## config.mk

```make
export PLATFORM = sky130hd
export DESIGN_NAME = mini_seq
export DESIGN_NICKNAME = d
export VERILOG_FILES = /design/src/rtl/mini_seq_pkg.sv /design/src/rtl/mini_seq_pc.sv /design/src/rtl/mini_seq_rom.sv /design/src/rtl/mini_seq_ctrl.sv /design/src/rtl/mini_seq_regs.sv /design/src/rtl/mini_seq.sv
export SDC_FILE = /design/constraint.sdc
export NUM_CORES = 1
export LEC_CHECK = 0
export BUFFER_PORTS_ARGS = -buffer_cell sky130_fd_sc_hd__buf_4
export CAP_MARGIN = 5
export CORE_ASPECT_RATIO = 0.8
export CORE_UTILIZATION = 33
export CTS_CLUSTER_DIAMETER = 100
export DETAILED_ROUTE_END_ITERATION = 6
export PLACE_DENSITY = 0.61
export SETUP_SLACK_MARGIN = 0.5
export SKIP_LAST_GASP = 1
export SYNTH_ARGS = -nofsm -noshare
export SYNTH_HDL_FRONTEND = slang
export SYNTH_SLANG_ARGS = --single-unit
```

## constraint.sdc

```tcl
create_clock -name clk -period 2.36 [get_ports clk]
set_clock_uncertainty 0.05 [all_clocks]
set_input_delay 0 -clock clk [delete_from_list [all_inputs] [get_ports clk]]
set_output_delay 0 -clock clk [all_outputs]
set_load 0.02 [all_outputs]
```

## src/rtl/mini_seq_pkg.sv

```systemverilog
`timescale 1ns/1ps
package mini_seq_pkg;

  localparam int DW   = 8;
  localparam int NREG = 4;
  localparam int RSW  = $clog2(NREG);

  typedef enum logic [1:0] {
    PH_FETCH = 2'd0,
    PH_OPND  = 2'd1,
    PH_EXEC  = 2'd2
  } phase_e;

  // immediate loads occupy 0x10..0x13, port loads 0x18..0x1B
  localparam logic [DW-1:0] OP_IMM_BASE  = 8'h10;
  localparam logic [DW-1:0] OP_PORT_BASE = 8'h18;

  function automatic logic is_imm(input logic [DW-1:0] op);
    return op[DW-1:RSW] == OP_IMM_BASE[DW-1:RSW];
  endfunction

  function automatic logic is_port(input logic [DW-1:0] op);
    return op[DW-1:RSW] == OP_PORT_BASE[DW-1:RSW];
  endfunction

  // program image, computed from the address
  function automatic logic [DW-1:0] rom_image(input logic [15:0] a);
    logic [15:0] t;
    if (a[0]) begin
      t = a * 16'd29 + 16'd5;
    end else if (!a[3]) begin
      t = {8'h00, OP_IMM_BASE | {6'd0, a[2:1]}};
    end else if (!a[4]) begin
      t = {8'h00, OP_PORT_BASE | {6'd0, a[2:1]}};
    end else begin
      t = a * 16'd53;
    end
    return t[DW-1:0];
  endfunction

endpackage

```

## src/rtl/mini_seq_pc.sv

```systemverilog
`timescale 1ns/1ps
module mini_seq_pc #(
  parameter int AW = 8
) (
  input  logic          clk,
  input  logic          rst,
  input  logic          en,
  output logic [AW-1:0] pc_q,
  output logic [AW-1:0] pc_d
);
  localparam logic [AW-1:0] ONE = AW'(1);

  always_comb begin
    if (rst)     pc_d = '0;
    else if (en) pc_d = pc_q + ONE;
    else         pc_d = pc_q;
  end

  always_ff @(posedge clk) begin
    pc_q <= pc_d;
  end
endmodule

```

## src/rtl/mini_seq_rom.sv

```systemverilog
`timescale 1ns/1ps
module mini_seq_rom
  import mini_seq_pkg::*;
#(
  parameter int AW = 8
) (
  input  logic          clk,
  input  logic [AW-1:0] addr,
  output logic [DW-1:0] q
);
  localparam int DEPTH = 1 << AW;

  logic [DW-1:0] mem [DEPTH];

  initial begin
    for (int i = 0; i < DEPTH; i++) mem[i] = rom_image(16'(i));
  end

  always_ff @(posedge clk) begin
    q <= mem[addr];
  end
endmodule

```

## src/rtl/mini_seq_ctrl.sv

```systemverilog
`timescale 1ns/1ps
module mini_seq_ctrl
  import mini_seq_pkg::*;
(
  input  logic            clk,
  input  logic            rst,
  input  logic [DW-1:0]   rom_q,
  output logic [1:0]      phase,
  output logic            pc_en,
  output logic            opnd_we,
  output logic            bus_sel,
  output logic [NREG-1:0] ld_en
);
  phase_e        ph_q, ph_d;
  logic [DW-1:0] ir_q;
  logic          ir_load;

  // next phase depends on the current phase and the fetched opcode
  always_comb begin
    case (ph_q)
      PH_FETCH: ph_d = is_imm(rom_q) ? PH_OPND : PH_EXEC;
      PH_OPND:  ph_d = PH_EXEC;
      PH_EXEC:  ph_d = PH_FETCH;
      default:  ph_d = PH_FETCH;
    endcase
  end

  always_ff @(posedge clk) begin
    if (rst) begin
      ph_q <= PH_FETCH;
      ir_q <= '0;
    end else begin
      ph_q <= ph_d;
      if (ph_q == PH_FETCH) ir_q <= rom_q;
    end
  end

  assign phase   = ph_q;
  assign pc_en   = (ph_q == PH_FETCH) || (ph_q == PH_OPND);
  assign opnd_we = (ph_q == PH_OPND);
  assign ir_load = (ph_q == PH_EXEC) && (is_imm(ir_q) || is_port(ir_q));
  assign bus_sel = (ph_q == PH_EXEC) && is_port(ir_q);

  for (genvar k = 0; k < NREG; k++) begin : g_ld
    assign ld_en[k] = ir_load && (ir_q[RSW-1:0] == RSW'(k));
  end
endmodule

```

## src/rtl/mini_seq_regs.sv

```systemverilog
`timescale 1ns/1ps
module mini_seq_regs
  import mini_seq_pkg::*;
(
  input  logic                     clk,
  input  logic                     rst,
  input  logic                     opnd_we,
  input  logic [DW-1:0]            rom_q,
  input  logic                     bus_sel,
  input  logic [DW-1:0]            in_port,
  input  logic [NREG-1:0]          ld_en,
  output logic [NREG-1:0][DW-1:0]  regs
);
  logic [DW-1:0] opnd_q;
  logic [DW-1:0] vbus;

  always_ff @(posedge clk) begin
    if (rst)          opnd_q <= '0;
    else if (opnd_we) opnd_q <= rom_q;
  end

  // value bus: a multiplexer, every branch assigned
  always_comb begin
    if (bus_sel) vbus = in_port;
    else         vbus = opnd_q;
  end

  for (genvar k = 0; k < NREG; k++) begin : g_reg
    always_ff @(posedge clk) begin
      if (rst)           regs[k] <= '0;
      else if (ld_en[k]) regs[k] <= vbus;
    end
  end
endmodule

```

## src/rtl/mini_seq.sv

```systemverilog
`timescale 1ns/1ps
module mini_seq
  import mini_seq_pkg::*;
#(
  parameter int AW = 8
) (
  input  logic          clk,
  input  logic          rst,
  input  logic [7:0]    in_port,
  output logic [AW-1:0] pc,
  output logic [1:0]    phase,
  output logic          pc_en,
  output logic          bus_sel,
  output logic [3:0]    ld_en,
  output logic [7:0]    reg_a,
  output logic [7:0]    reg_b,
  output logic [7:0]    reg_c,
  output logic [7:0]    reg_d
);
  logic [AW-1:0]           pc_d;
  logic [DW-1:0]           rom_q;
  logic                    opnd_we;
  logic [NREG-1:0][DW-1:0] regs;

  mini_seq_pc #(.AW(AW)) u_pc (
    .clk (clk), .rst (rst), .en (pc_en), .pc_q (pc), .pc_d (pc_d)
  );

  // read ahead on the next counter value so rom_q shows the byte at pc
  mini_seq_rom #(.AW(AW)) u_rom (
    .clk (clk), .addr (pc_d), .q (rom_q)
  );

  mini_seq_ctrl u_ctrl (
    .clk (clk), .rst (rst), .rom_q (rom_q), .phase (phase),
    .pc_en (pc_en), .opnd_we (opnd_we), .bus_sel (bus_sel), .ld_en (ld_en)
  );

  mini_seq_regs u_regs (
    .clk (clk), .rst (rst), .opnd_we (opnd_we), .rom_q (rom_q),
    .bus_sel (bus_sel), .in_port (in_port), .ld_en (ld_en), .regs (regs)
  );

  assign reg_a = regs[0];
  assign reg_b = regs[1];
  assign reg_c = regs[2];
  assign reg_d = regs[3];
endmodule

```

After elaboration in Yosys (flattened, before gate mapping)
Memories as Yosys holds them, arrays and structs flattened. A register that Yosys moved wholly into a read port is not among the register bits.
Cells that the tools add are included.
- bits in registers: 58
- bits in read-only memories: 2048
- input port bits: 10
- word-level logic and storage cells: 33
- memories: 1
- memory list (memory ; depth ; width ; rd ports ; clocked after memory_dff ; wr ports ; line ; text):
    u_rom.mem ; 256 ; 8 ; 1 ; 1 ; 0 ; mini_seq_rom.sv:13 ; logic [DW-1:0] mem [DEPTH];
- add/sub/neg operators: 1
- equal/unequal tests: 8
- multiplexer cells: 5
- reductions and logical operators: 10
- operators with widths (operator ; number):
    2-to-1 mux 8 bit ; 3
    equality test 6 x 3 -> 1 bit (second input constant) ; 3
    adder 8 x 1 -> 8 bit (second input constant) ; 1
    equality test 2 bit (second input constant) ; 3
    logical AND 1 bit ; 6
    equality test 2 x 1 -> 1 bit (second input constant) ; 2
    logical NOT 2 bit ; 2
    one-hot mux 2 bit (2 select lines) ; 1
    logical OR 1 bit ; 2
    2-to-1 mux 2 bit ; 1

Logic depth before layout (Yosys ltp)
Gate-level depths: netlist (run 1).
- word-level depth: 4
- gate-level depth with buffers: 12
- depth with buffers taken out: 11

Modules after synthesis
A second synthesis (run 1) with hierarchy kept.
- cells, all modules: 370
- area total of the unflattened synthesis: 3240.6 um^2
- modules (own cells, without submodules) (module ; times used ; cells an instance ; area an instance (um^2) ; sequential area each (um^2)):
    mini_seq_regs ; 1 ; 142 ; 1432.6 ; 800.8
    mini_seq_rom ; 1 ; 136 ; 991.0 ; 160.2
    mini_seq_ctrl ; 1 ; 55 ; 478.0 ; 200.2
    mini_seq_pc ; 1 ; 37 ; 339.1 ; 160.2

Worst setup path after synthesis (run 1)
OpenSTA, ideal clock, no wires.
- kind: reg-to-reg
- from: reg u_pc.pc_q[0]
- to: reg u_rom.q[7], read port of u_rom.mem
- setup time: 128 ps
- data arrival time: 2389 ps
- data required time: 2182 ps
- path slack: -207 ps
- stages on the path, launching flop included: 10
- path buffers: 0
- period minus slack after synthesis: 2567 ps
- cell sequence: dfxtp_1 ha_1 and4b_1 mux2i_2 inv_2 nand2_2 mux2_1 a2111o_1 o41ai_1 o32ai_1
- longest elaborated chain between the ends: 3
- ends and longest elaborated chain (element ; line ; text):
    start: declaration ; mini_seq_pc.sv:8 ; output logic [AW-1:0] pc_q,
    start signal: assignment ; mini_seq_pc.sv:20 ; pc_q <= pc_d;
    adder 8 x 1 -> 8 bit ; mini_seq_pc.sv:15 ; else if (en) pc_d = pc_q + ONE;
    2-to-1 mux 8 bit * ; mini_seq_pc.sv:15 ;
    2-to-1 mux 8 bit * ; mini_seq_pc.sv:14 ; if (rst) pc_d = '0;
    end: declaration ; mini_seq_rom.sv:9 ; output logic [DW-1:0] q
Every way passes the cells marked *; elsewhere a longest branch is shown, timed or not.
A chain may end at the register's enable or synchronous reset.

Worst setup path after layout (run 1)
Same ends and word-level chain as after synthesis.

==> flow_summary.ini, run 1 <==
[drt]
routed_wirelength_um = 10340
first_pass_iters = 5
wire_per_inst_um = 15.87
final_antenna_net_count = 0
drt_iter0_markers = 373
vias = 3381
vias_per_cell = 5.186
drc_errors = 0

[clock_network]
clockBufferDepth = 2
clk_pin_slew_ps = 50
cts.htree.levels = 3
cts_tree = yes
cts_sinks = 66
clock_latency_ps = 320
cts_root_buffer = clkbuf_16
cts_buffers = 9

[timing]
finalSetupViolCount = 0
period_share = 0.9593
hold_viol = 0
fin_crit_ps = 2264
whs_ps = 21.85
rsz0062_at_grt = yes
maxSlewHeadroom = 0.6265
drv_slew = 0
worst_slew_pin_slew_ps = 560.3
max_freq_mhz = 441.7
fin_ws_ps = 96.05

[synth]
syn_inst = 404
ys_warn_count = 0
synth_edf_count = 0
yosys.area.top_type_share = 0.3948
avgSynthCellArea_um2 = 8.285
synthFlopType = dfxtp_1
async_flop_share = 0
synth_area_leaders = dfxtp_1, nand2_1, a21oi_1
yosysSeqAreaShare = 0.3948
syn-num-nets = 421
synth_cell_type_count = 62
synth.largest_area_cell = dfxtp_1
ys_ff_latch = 66
synthesis.area_um2 = 3347

[setup_path]
crit_arrival_ps = 2410
start_kind = register
path_buf_inv = 2
crit_path_max_incr_delay_ps = 380
crit_slowest_cell = dfxtp_4
worstPathCellList = ha_4 > nor2b_4 > mux2i_4 > inv_2 > buf_12 > and3_1 > a2111oi_2 > o21ai_1 > a21oi_1 > o32ai_1
critPathMaxFanout = 19
worstSetupPathType = register to register
end_kind = register
critPathRequiredTime_ps = 2500
crit_family = compound AO/OA/AOI/OAI gates

[grt]
antenna_found_initial = 0
grt_max_degree = 51
grt_pass1_vias = 3157
grtUsageMet3 = 0.04032
grt_pass1_wl_um = 16210
met1_usage = 0.2734
grtUsageMet2 = 0.3025
busiest_layer = met2
globalRouteTotalUtil = 0.1976
grt-ovfl-total = 0

[place]
post-dp-hpwl_um = 6848
dpl_cell_area_um2 = 4189
dp_slack_ps = 25.76
port_buffers = 57
place.gp.congestion = 0.9425

[die]
start_util = 0.3440
die_y_um = 92.08
core_um2 = 9729
rows = 32
fp.dieW_um = 114.6
io_pins = 58
die_area_um2 = 10550

[pwr]
p_total_mw = 4.832
p_per_area_nw_per_um2 = 922.3
power.leakage_nw = 2.173
peakVddDrop_mv = 0.4393

[final_layout]
fin_nets = 528
final_cell_area_um2 = 5239
post-route-util = 0.5385
area_growth_pct = 56.52
diodes = 0
drive_gt1_frac = 0.4380

[min_path]
hp-class = input port to register

[job]
max-cap-violations = 0

[run_status]
status = finished, final reports clean
==> routing by layer <==
layer	vias up	part of all wire
met5	-	0
met4	0	0.017
met3	23	0.070
met2	120	0.46
met1	1611	0.45
li1	1627	-
==> final cells by class <==
| class | count | area, µm² |
|---|---|---|
| clock buffers | 10 | 229.0 |
| clock inverters | 6 | 115.1 |
| fillers | 824 | 4491 |
| inverters | 13 | 81.33 |
| multi-input cells | 299 | 2183 |
| flip-flops and latches | 66 | 1335 |
| well taps | 136 | 170.2 |
| repair buffers | 122 | 1125 |
==> placed cells by master (no fill, tap or decap), types with 4 or more instances in the layout <==
cell type  instances
o21ai_0           13
inv_2              5
inv_4              4
mux2_4             9
o22ai_1            4
buf_4             89
o211ai_1           5
nand2_2           11
a21oi_1           35
ha_4               5
nand2_1           58
nand3_1            5
nor2_1            33
o21ai_1            9
buf_12             6
clkbuf_16         10
a21oi_2           10
dfxtp_1           61
xor2_1             4
nor3_1             6
nand2_4            7
buf_6             23
mux2i_1           20
==> cell usage after synthesis, drive strengths merged, types with 3 or more instances <==
master and number:
clkbuf 13, o31ai 3, inv 11, nor2b 4
nand2 76, xor2 5, and3 3, nor2 37
buf 14, mux2i 23, o22ai 4, o221ai 3
ha 7, nand3 8, a21oi 45, mux2 9
o21ai 23, o211ai 5, xnor2 3, nor3 7
dfxtp 66
==> cells by family (layout without fill, tap and decap cells) <==
logic type	count (synthesis)	in the layout	share of synthesized area
simple gates	150	151	0.2142
compound gates	101	101	0.1821
flops	66	66	0.3948
buf+inv	40	151	0.06056
mux	32	32	0.1013
xor+xnor	8	8	0.02094
fa+ha+maj	7	7	0.02617
==> path summary, 6_finish.rpt <==
check / startpoint / end / slack, ps / cells past startpoint
worst max-delay path: u_pc.pc_q[0] / u_rom.q[7] / 100 / 10
worst min-delay path: rst / u_pc.pc_q[7] / 20 / 2
worst max register to register: u_pc.pc_q[0] / u_rom.q[7] / 100 / 10
worst min register to register: u_regs.regs[11] / u_regs.regs[11] / 410 / 2
==> flip-flops by register name (all words and copies together) (netlist names) <==
signal	flops
u_rom.q	8
u_ctrl.phase	2
u_regs.regs	32
u_regs.opnd_q	8
u_pc.pc_q	8
u_ctrl.ir_q	8
==> report_power, final <==
| group | total, mW | switching [mW] | internal [mW] |
|---|---|---|---|
| Clock | 1.53 | 0.496 | 1.04 |
| Combinational | 1.90 | 1.00 | 0.896 |
| Sequential | 1.40 | 0.144 | 1.26 |
| Total | 4.83 | 1.64 | 3.19 |
==> stage by stage <==
stage          setup TNS [ps]  instances
6_report                    0        652
5_1_grt                -19.18        652
4_1_cts                     0        642
3_5_place_dp                0        602
3_3_place_gp                0        602
2_1_floorplan               0        404
==> what timing repair did <==
action,4_1_cts,5_1_grt
endpoints found under the setup margin,42,43
hold buffers,1,0
endpoints found under the hold margin,1,0
gates resized for setup,65,33
pin swaps,37,19
gates cloned,2,1
setup buffers,21,9
(Power assumes the default switching activity.)
==> run 2, diff against run 1 <==
PLACE_DENSITY = 0.59   (was 0.61)
clock period = 2.34 ns   (was 2.36 ns; I/O delays follow)
==> flow_summary.ini, run 2 (same netlist as run 1, synthesis figures left out) <==
[min_path]
hp-class = input port to register

[clock_network]
clock_latency_ps = 330
clockBufferDepth = 2
cts_buffers = 9
cts_tree = yes
cts.htree.levels = 3
clk_pin_slew_ps = 60
cts_sinks = 66
cts_root_buffer = clkbuf_16

[die]
die_area_um2 = 10550
core_um2 = 9729
io_pins = 58
fp.dieW_um = 114.6
start_util = 0.3440
die_y_um = 92.08
rows = 32

[drt]
drt_iter0_markers = 223
first_pass_iters = 5
vias_per_cell = 5.015
routed_wirelength_um = 10130
final_antenna_net_count = 0
wire_per_inst_um = 15.38
drc_errors = 0
vias = 3305

[grt]
grt_pass1_wl_um = 15930
grt_max_degree = 51
grt-ovfl-total = 0
grt_pass1_vias = 3178
antenna_found_initial = 0
globalRouteTotalUtil = 0.1947

[final_layout]
regMostFlops = u_regs.regs
layout.cells.non_filler = 659
fin_nets = 535
area_growth_pct = 55.36
final_common_cell = buf_4
regArea_um2 = 1335
final_cell_area_um2 = 5200
largest_reg_flops = 32
n_fill_cell = 849
drive_gt1_frac = 0.4417
diodes = 0
post-route-util = 0.5345
multi_input_area_um2 = 2165
layout_common_cells = buf_4, dfxtp_1, nand2_1

[place]
place.gp.congestion = 0.9639
dp_slack_ps = -17.34
port_buffers = 57
post-dp-hpwl_um = 7066
placed_cells = 612
dpl_cell_area_um2 = 4264

[setup_path]
critPathRequiredTime_ps = 2490
start_kind = register
critPathMaxFanout = 6
crit_arrival_ps = 2500
worstSetupPathType = register to register
end_kind = register

[pwr]
power.leakage_nw = 2.113
peakVddDrop_mv = 0.4264
p_total_mw = 4.737
p_per_area_nw_per_um2 = 911.0

[timing]
fin_crit_ps = 2357
drv_slew = 0
max_freq_mhz = 424.3
period_share = 1.007
hold_viol = 0
finalSetupViolCount = 1
fin_ws_ps = -16.66
whs_ps = 29.16
rsz0062_at_grt = yes
maxSlewHeadroom = 0.6265
fin_tns_setup_ps = -16.66
worst_slew_pin_slew_ps = 560.3

[run_status]
status = finished with violations
failed_checks = negative setup slack

[job]
max-cap-violations = 0
-- run 2: cell types whose count changed in the layout (fill, tap and decap cells not counted), moves of 2 or more --
cell and change:
buf_4 +16, nand2_4 -4, nand2_1 -3, a2111oi_1 +2, a21oi_1 +2, buf_6 -6
nand2_2 +6, buf_8 +2, a21oi_2 -2, o21ai_1 -3, a2111oi_2 -2, buf_12 -2
o21ai_0 +4
-- run 2: area by class of cell --
cell class,count,area share
clock buffers,11,0.05077
clock inverters,5,0.01588
inverters,13,0.01516
multi-input cells,299,0.4163
flip-flops and latches,66,0.2567
well taps,136,0.03272
repair buffers,129,0.2125
-- run 2: what timing repair did --
action / 4_1_cts / 5_1_grt
gates resized for setup: 46 / 41
setup buffers: 22 / 8
pin swaps: 36 / 10
gates cloned: 1 / 0
setup endpoints to repair: 44 / 44
hold buffers: 0 / 0
-- run 2: worst max-delay path, cell delays in order, from the launching register on --
cell and delay (ps):
dfxtp_4 360, and4b_2 340, mux2i_4 370, inv_2 120
nand2_4 80, mux2_4 290, a2111o_1 390, o41ai_2 70
o32ai_2 140
-- run 2: path summary, 6_finish.rpt --
path | startpoint | endpoint | slack [ps] | depth (start not counted)
worst max-delay path | u_ctrl.phase[1] | u_rom.q[7] | -20 | 8
worst max register to register | u_ctrl.phase[1] | u_rom.q[7] | -20 | 8
worst min-delay path | rst | u_pc.pc_q[7] | 30 | 2
worst min register to register | u_regs.regs[11] | u_regs.regs[11] | 410 | 2
-- run 2: where the power goes --
part,internal [mW],switching (mW)
registers,1.27,0.142
clock network,1.03,0.510
logic,0.815,0.970
total,3.12,1.62
-- run 2: routing by layer --
metal | track usage | share of wire | wire [µm]
met5 | 0 | 0 | 0
met4 | 0.05736 | 0.015 | 152
met3 | 0.04494 | 0.054 | 549
met2 | 0.2949 | 0.44 | 4475
met1 | 0.2728 | 0.49 | 4955
